`src/rtl/tap_scan_pkg.sv`:
```
package tap_scan_pkg;

    localparam int IR_W = 4;

    typedef enum logic [3:0] {
        ST_RESET,  ST_IDLE,
        ST_SEL_DR, ST_CAP_DR, ST_SH_DR, ST_EX1_DR, ST_PAU_DR, ST_EX2_DR, ST_UPD_DR,
        ST_SEL_IR, ST_CAP_IR, ST_SH_IR, ST_EX1_IR, ST_PAU_IR, ST_EX2_IR, ST_UPD_IR
    } tap_st_e;

    localparam logic [IR_W-1:0] OP_EXTEST  = 4'b0000;
    localparam logic [IR_W-1:0] OP_SAMPLE  = 4'b0001;
    localparam logic [IR_W-1:0] OP_HIZ     = 4'b0100;
    localparam logic [IR_W-1:0] OP_CLAMP   = 4'b0101;
    localparam logic [IR_W-1:0] OP_DEFAULT = 4'b1111;

    typedef enum logic [2:0] {
        INS_EXTEST, INS_SAMPLE, INS_BYPASS, INS_HIZ, INS_CLAMP
    } ins_e;

    // Anything not explicitly listed falls back to bypass.
    function automatic ins_e decode_op(logic [IR_W-1:0] op);
        ins_e r;
        casez (op)
            4'b1???: r = INS_BYPASS;
            4'b0000: r = INS_EXTEST;
            4'b0001: r = INS_SAMPLE;
            4'b0100: r = INS_HIZ;
            4'b0101: r = INS_CLAMP;
            default: r = INS_BYPASS;
        endcase
        return r;
    endfunction

endpackage

```
`src/rtl/tap_scan_fsm.sv`:
```
module tap_scan_fsm
    import tap_scan_pkg::*;
(
    input  logic    tck,
    input  logic    trst_n,
    input  logic    tms,
    output tap_st_e st_o
);

    typedef struct packed {
        tap_st_e st;
    } fsm_s;

    fsm_s r_d, r_q;

    always_comb begin
        r_d = r_q;
        case (r_q.st)
            ST_RESET:  r_d.st = tms ? ST_RESET  : ST_IDLE;
            ST_IDLE:   r_d.st = tms ? ST_SEL_DR : ST_IDLE;
            ST_SEL_DR: r_d.st = tms ? ST_SEL_IR : ST_CAP_DR;
            ST_CAP_DR: r_d.st = tms ? ST_EX1_DR : ST_SH_DR;
            ST_SH_DR:  r_d.st = tms ? ST_EX1_DR : ST_SH_DR;
            ST_EX1_DR: r_d.st = tms ? ST_UPD_DR : ST_PAU_DR;
            ST_PAU_DR: r_d.st = tms ? ST_EX2_DR : ST_PAU_DR;
            ST_EX2_DR: r_d.st = tms ? ST_UPD_DR : ST_SH_DR;
            ST_UPD_DR: r_d.st = tms ? ST_SEL_DR : ST_IDLE;
            ST_SEL_IR: r_d.st = tms ? ST_RESET  : ST_CAP_IR;
            ST_CAP_IR: r_d.st = tms ? ST_EX1_IR : ST_SH_IR;
            ST_SH_IR:  r_d.st = tms ? ST_EX1_IR : ST_SH_IR;
            ST_EX1_IR: r_d.st = tms ? ST_UPD_IR : ST_PAU_IR;
            ST_PAU_IR: r_d.st = tms ? ST_EX2_IR : ST_PAU_IR;
            ST_EX2_IR: r_d.st = tms ? ST_UPD_IR : ST_SH_IR;
            ST_UPD_IR: r_d.st = tms ? ST_SEL_DR : ST_IDLE;
            default:   r_d.st = ST_RESET;
        endcase
    end

    always_ff @(posedge tck or negedge trst_n) begin
        if (!trst_n) r_q <= '{st: ST_RESET};
        else         r_q <= r_d;
    end

    assign st_o = r_q.st;

endmodule

```
`src/rtl/tap_scan_ir.sv`:
```
module tap_scan_ir
    import tap_scan_pkg::*;
(
    input  logic            tck,
    input  logic            trst_n,
    input  logic            tdi,
    input  tap_st_e         st,
    output logic            so,
    output logic [IR_W-1:0] hold_o,
    output logic [IR_W-1:0] eff_o,
    output ins_e            ins_o
);

    typedef struct packed {
        logic [IR_W-1:0] sh;
        logic [IR_W-1:0] hold;
    } ir_s;

    ir_s r_d, r_q;

    always_comb begin
        r_d = r_q;
        case (st)
            ST_CAP_IR: r_d.sh   = OP_CLAMP;
            ST_SH_IR:  r_d.sh   = {tdi, r_q.sh[IR_W-1:1]};
            ST_UPD_IR: r_d.hold = r_q.sh;
            ST_RESET:  r_d.hold = OP_DEFAULT;
            default:   ;
        endcase
    end

    always_ff @(posedge tck or negedge trst_n) begin
        if (!trst_n) r_q <= '{sh: '0, hold: OP_DEFAULT};
        else         r_q <= r_d;
    end

    // Test-Logic-Reset forces the default at once, without waiting a clock.
    assign eff_o  = (st == ST_RESET) ? OP_DEFAULT : r_q.hold;
    assign ins_o  = decode_op(eff_o);
    assign hold_o = r_q.hold;
    assign so     = r_q.sh[0];

endmodule

```
`src/rtl/tap_scan_bsr.sv`:
```
module tap_scan_bsr
    import tap_scan_pkg::*;
#(
    parameter int NPIN = 4
) (
    input  logic            tck,
    input  logic            trst_n,
    input  logic            tdi,
    input  tap_st_e         st,
    input  logic            sel,
    input  logic [NPIN-1:0] pad_in,
    input  logic [NPIN-1:0] core_out,
    input  logic [NPIN-1:0] core_oe,
    output logic            so,
    output logic [NPIN-1:0] up_out,
    output logic [NPIN-1:0] up_oe
);

    localparam int CELLS = 3;
    localparam int LEN   = CELLS * NPIN;

    typedef struct packed {
        logic [LEN-1:0]  sh;
        logic [NPIN-1:0] u_out;
        logic [NPIN-1:0] u_oe;
    } bsr_s;

    bsr_s r_d, r_q;

    logic [LEN-1:0]  cap_v;
    logic [NPIN-1:0] sh_out_f;
    logic [NPIN-1:0] sh_oe_f;

    for (genvar g = 0; g < NPIN; g++) begin : g_cell
        assign cap_v[CELLS*g]     = pad_in[g];
        assign cap_v[CELLS*g + 1] = core_out[g];
        assign cap_v[CELLS*g + 2] = core_oe[g];
        assign sh_out_f[g]        = r_q.sh[CELLS*g + 1];
        assign sh_oe_f[g]         = r_q.sh[CELLS*g + 2];
    end

    always_comb begin
        r_d = r_q;
        if (sel) begin
            case (st)
                ST_CAP_DR: r_d.sh = cap_v;
                ST_SH_DR:  r_d.sh = {tdi, r_q.sh[LEN-1:1]};
                ST_UPD_DR: begin
                    r_d.u_out = sh_out_f;
                    r_d.u_oe  = sh_oe_f;
                end
                default: ;
            endcase
        end
    end

    always_ff @(posedge tck or negedge trst_n) begin
        if (!trst_n) r_q <= '0;
        else         r_q <= r_d;
    end

    assign so     = r_q.sh[0];
    assign up_out = r_q.u_out;
    assign up_oe  = r_q.u_oe;

endmodule

```
`src/rtl/tap_scan_ctrl.sv`:
```
module tap_scan_ctrl
    import tap_scan_pkg::*;
#(
    parameter int NPIN = 4
) (
    input  logic            tck,
    input  logic            trst_n,
    input  logic            tms,
    input  logic            tdi,
    output logic            tdo,
    output logic            tdo_oe,
    input  logic [NPIN-1:0] pad_in,
    input  logic [NPIN-1:0] core_out,
    input  logic [NPIN-1:0] core_oe,
    output logic [NPIN-1:0] pad_out,
    output logic [NPIN-1:0] pad_oe,
    output logic            out_disable,
    output logic            clamp_act,
    output logic            sys_rst
);

    tap_st_e         st;
    ins_e            ins;
    logic [IR_W-1:0] ir_hold;
    logic [IR_W-1:0] ir_eff;
    logic            ir_so;
    logic            bsr_so;
    logic            sel_bsr;
    logic [NPIN-1:0] up_out;
    logic [NPIN-1:0] up_oe;

    tap_scan_fsm u_fsm (
        .tck    (tck),
        .trst_n (trst_n),
        .tms    (tms),
        .st_o   (st)
    );

    tap_scan_ir u_ir (
        .tck    (tck),
        .trst_n (trst_n),
        .tdi    (tdi),
        .st     (st),
        .so     (ir_so),
        .hold_o (ir_hold),
        .eff_o  (ir_eff),
        .ins_o  (ins)
    );

    assign sel_bsr = (ins == INS_EXTEST) || (ins == INS_SAMPLE);

    tap_scan_bsr #(.NPIN(NPIN)) u_bsr (
        .tck      (tck),
        .trst_n   (trst_n),
        .tdi      (tdi),
        .st       (st),
        .sel      (sel_bsr),
        .pad_in   (pad_in),
        .core_out (core_out),
        .core_oe  (core_oe),
        .so       (bsr_so),
        .up_out   (up_out),
        .up_oe    (up_oe)
    );

    // Bypass stage, rising edge.
    typedef struct packed {
        logic byp;
    } pos_s;

    pos_s p_d, p_q;

    always_comb begin
        p_d = p_q;
        if (!sel_bsr) begin
            if (st == ST_CAP_DR)     p_d.byp = 1'b0;
            else if (st == ST_SH_DR) p_d.byp = tdi;
        end
    end

    always_ff @(posedge tck or negedge trst_n) begin
        if (!trst_n) p_q <= '0;
        else         p_q <= p_d;
    end

    // Serial output stage, falling edge.
    typedef struct packed {
        logic dat;
        logic oe;
    } neg_s;

    neg_s n_d, n_q;
    logic in_shift;
    logic ser;

    assign in_shift = (st == ST_SH_IR) || (st == ST_SH_DR);
    assign ser      = (st == ST_SH_IR) ? ir_so : (sel_bsr ? bsr_so : p_q.byp);

    always_comb begin
        n_d    = n_q;
        n_d.oe = in_shift;
        if (in_shift) n_d.dat = ser;
    end

    always_ff @(negedge tck or negedge trst_n) begin
        if (!trst_n) n_q <= '0;
        else         n_q <= n_d;
    end

    assign tdo    = n_q.dat;
    assign tdo_oe = n_q.oe;

    // Pin steering.
    logic from_cells;
    assign from_cells  = (ins == INS_EXTEST) || (ins == INS_CLAMP);
    assign pad_out     = from_cells ? up_out : core_out;
    assign pad_oe      = (ins == INS_HIZ) ? '0 : (from_cells ? up_oe : core_oe);
    assign sys_rst     = (ins == INS_EXTEST);
    assign out_disable = (ins == INS_HIZ);
    assign clamp_act   = (ins == INS_CLAMP);

endmodule

```
`config.mk`:
```
export PLATFORM = sky130hd
export DESIGN_NAME = tap_scan_ctrl
export DESIGN_NICKNAME = d
export VERILOG_FILES = /design/src/rtl/tap_scan_pkg.sv /design/src/rtl/tap_scan_fsm.sv /design/src/rtl/tap_scan_ir.sv /design/src/rtl/tap_scan_bsr.sv /design/src/rtl/tap_scan_ctrl.sv
export SDC_FILE = /design/constraint.sdc
export NUM_CORES = 1
export LEC_CHECK = 0
export ABC_AREA = 0
export BUFFER_PORTS_ARGS = -buffer_cell sky130_fd_sc_hd__buf_2
export CAP_MARGIN = 15
export CORE_MARGIN = 3
export CORE_UTILIZATION = 50
export DETAILED_ROUTE_END_ITERATION = 16
export GPL_TIMING_DRIVEN = 0
export PLACE_DENSITY_LB_ADDON = 0.2
export RECOVER_POWER = 50
export SLEW_MARGIN = 20
export SYNTH_ARGS = -nofsm -noshare
export SYNTH_HDL_FRONTEND = slang
export SYNTH_HIERARCHICAL = 1
export SYNTH_SLANG_ARGS = --single-unit
export TNS_END_PERCENT = 5
```
`constraint.sdc`:
```
create_clock -name tck -period 2.7 [get_ports tck]
set_clock_uncertainty 0.05 [all_clocks]
set_input_delay 0.54 -clock tck [delete_from_list [all_inputs] [get_ports tck]]
set_output_delay 0.54 -clock tck [all_outputs]
set_load 0.03 [all_outputs]
```
# == Word-level counts from Yosys, hierarchy flattened ==
# Index checks and enable logic that the tools add are counted.
# totals
reg_bits,35
in_bits,16
# op_classes
n_mux,25
reduce_logical,15
eq_ne,21
n_bitwise,1
# op_table
op,n
4-bit case mux with 12 select lines,1
4-bit equality test (second input constant),8
4-bit 2-to-1 mux,8
4-bit by 3-bit equality test with 1-bit output (second input constant),6
12-bit case mux with 2 select lines,1
4-bit case mux with 2 select lines,2
3-bit case mux with 4 select lines,1
4-bit by 1-bit equality test with 1-bit output (second input constant),2
4-bit by 2-bit equality test with 1-bit output (second input constant),2
4-bit logical NOT,2
1-bit 2-to-1 mux,7
2-bit 2-to-1 mux,3
3-bit 2-to-1 mux,2
2-bit AND reduction,3
2-bit nonzero test,3
2-bit OR reduction,2
3-bit by 1-bit equality test with 1-bit output (second input constant),1
3-bit by 2-bit equality test with 1-bit output (second input constant),1
3-bit equality test (second input constant),1
3-bit logical NOT,1
1-bit logical OR,3
3-bit OR reduction,1
1-bit inverter,1

# == Longest topological paths before layout ==
# depth
depth_word,8
ltp_mapped,8
mapped_depth_nobuf,7

# == By module ==
# Netlist, hierarchy kept.
# by_module_without_submodules
module,instances,cells_each,area_each_um2
tap_scan_bsr,1,70,1078.5
tap_scan_ir,1,51,475.5
tap_scan_ctrl,1,42,327.8
tap_scan_fsm,1,37,314.1

==> summary.md <==
## Power
• total design power: 2.48 mW
• PD cells: 959 nW/µm²
• peak ir drop on the vdd network: 0.000749 V
• static power due to leakage: 1.25 nW

## Global routing
• global-route wire length before repair: 7340 µm
• total track usage: 0.183
• via count of the first global-routing pass: 1516
• total global routing overflow: 0
• number of antenna violations at the first check in global routing: 0
• maximum number of pins on one net before global-route repair: 36

## STA
• setup slack after layout: -0.318 ns
• number of endpoints with negative hold slack in the final report: 0
• unrepaired setup endpoints after global routing: true
• number of slew-limit violations in the final report: 0
• Relative slew margins: 0.477
• setup TNS after final layout: -1.47 ns
• measured slew at the worst slew-check pin: 0.784 ns
• Final setup violation count: 12

## Cells and area
• Post-Layout Cell Count: 287
• layout-stage area growth over the synthesis result: 20.6%
• fill cell instance count of the final layout: 301
• number of diodes added for antenna fixing: 0
• layout cells sized above 1: 0.477
• post-route design area: 2590 µm²
• fin util: 0.638
• NumNets Final: 253

## Status
• status: finished, violations left
• failing checks: negative setup slack

## Critical path
• data arrival time of the worst path: 1.75 ns
• Crit. End Element: register
• Reg-to-Reg Start: u_fsm/st_o[1]
• path depth of the worst reg2reg path: 6
• Worst EP required: 1.43 ns
• slowest cell on the critical path: dfrtp_4
• worst path bufs/invs: 0
• peak fanout along the critical path: 5
• type of the setup path with the least slack: reg2reg
• internal reg-to-reg setup slack: -0.32 ns
• sort of element at the start of the critical path: register
• capturing point of the worst reg2reg path: tdo
• Critical Path Max Stage Delay: 0.50 ns
• CP cell instances: nor4_4 -> nor3_2 -> and3_4 -> nor2_4 -> mux2i_1 -> o22ai_1
• cell class contributing the biggest share of worst-path delay: simple AND/OR/NAND/NOR gates

## CTS
• Worst-Skew Late Latency: 0.28 ns
• Post-CTS Hold Fix Bufs: 0
• # clock sinks: 35
• Max H-tree Level: 2
• clock tree buffer depth: 2
• TritonCTS clock tree: done
• clock-pin slew on the worst setup and hold paths: 0.07 ns
• root buf cell: clkbuf_8
• clock buffer count from CTS: 5

## Worst hold path
• worst min-delay path class: in2async

## Floorplan
• number of rows created at floorplan: 23
• die height: 71.5 µm
• Starting Density: 0.529
• area of the die: 5120 µm²
• core area: 4060 µm²
• number of placed I/O pins: 29
• Die Span X: 71.5 µm

## Drt
• initial detailed-routing violation count: 79
• number of nets still failing antenna checks after routing: 0
• Routed Wire Length: 4350 µm
• remaining design rule violation count: 0
• first drt pass iteration count: 4
• via-per-instance ratio: 5.46
• vias: 1568
• wire per inst: 15.2 µm

## Synth
• combined area of all synthesized cells: 2150 µm²
• total number of yosys warnings: 6
• post-synthesis cell count: 193
• post-synth net total: 209
• Synth Area per Inst: 11.1 µm²

## Placed design
• dpl hpwl: 2820 µm
• number of port buffers: 28
• placed cell count: 271
• Final Wtd Congestion: 0.790
• Placement Cell Area: 2370 µm²

## Job
• max-cap violation count: 0

## worst max path at each step
stage / start / end / slack, ns / cells after the start
final: u_fsm/st_o[1] / tdo / -0.32 / 6
after global routing: u_fsm/st_o[1] / tdo / -0.39 / 6
after CTS: u_fsm/st_o[1] / tdo / -0.37 / 6
after detailed placement: u_fsm/st_o[2] / tdo / -0.53 / 6
after global placement: u_fsm/st_o[2] / tdo / -0.52 / 6
after floorplan: u_fsm/st_o[1] / tdo / -0.27 / 6
## layer usage
metal,up-vias,part of all wire,global-route usage
met4,0,0.011,0.0459
met5,-,0,0
met1,739,0.47,0.251
met3,6,0.042,0.0603
met2,39,0.47,0.282
li1,784,-,-
## power by group
part           total (mW)  switching (mW)  internal, mW
clock network       0.376           0.176         0.200
logic                1.14           0.542         0.598
registers           0.966           0.201         0.765
## sequential cells by signal, indices dropped and copies added (netlist names)
name / cells
p_q: 1
tdo: 1
tdo_oe: 1
u_bsr/r_q: 11
u_bsr/so: 1
u_bsr/up_oe: 4
u_bsr/up_out: 4
u_fsm/st_o: 4
u_ir/hold_o: 4
u_ir/r_q: 3
u_ir/so: 1
## layout by cell type (no fill, tap or decap), types with 3 or more instances in the layout
| cell type | n |
|---|---|
| mux2_4 | 18 |
| o22ai_1 | 4 |
| buf_4 | 28 |
| mux2i_1 | 3 |
| o21ai_0 | 7 |
| dfrtp_1 | 25 |
| inv_1 | 5 |
| clkbuf_8 | 7 |
| nor2_1 | 8 |
| nand2_1 | 14 |
| mux2_1 | 10 |
| a21oi_1 | 9 |
| mux2_2 | 8 |
| o21ai_1 | 5 |
| buf_6 | 4 |
| nor3_1 | 4 |
| buf_2 | 18 |
| dfstp_2 | 4 |
| a22oi_1 | 4 |
## final cells by class
cell class                      instances  area (µm²)  area share
Tap cell                               50        62.6      0.0242
Sequential cell                        35         891       0.344
Clock inverter                          1        5.00     0.00193
Clock buffer                            6        82.6      0.0319
Timing Repair Buffer                   37         240      0.0928
Buffer                                 15         134      0.0517
Multi-Input combinational cell        138        1150       0.446
Inverter                                5        18.8     0.00725
## stage by stage
stage / setup WS [ns] / hold WS (ns)
after floorplan: -0.271 / 0.194
after global placement: -0.521 / 0.443
after detailed placement: -0.531 / 0.448
after CTS: -0.369 / 0.299
after global routing: -0.387 / 0.324
final: -0.318 / 0.283
## timing repair
| action | in CTS | in global routing |
|---|---|---|
| gates resized for setup | 18 | 7 |
| setup buffers | 6 | 3 |
| pin swaps | 3 | 2 |
| gates cloned | 0 | 0 |
| endpoints found under the setup margin | 13 | 14 |
Power figures use the tool's default switching activity.
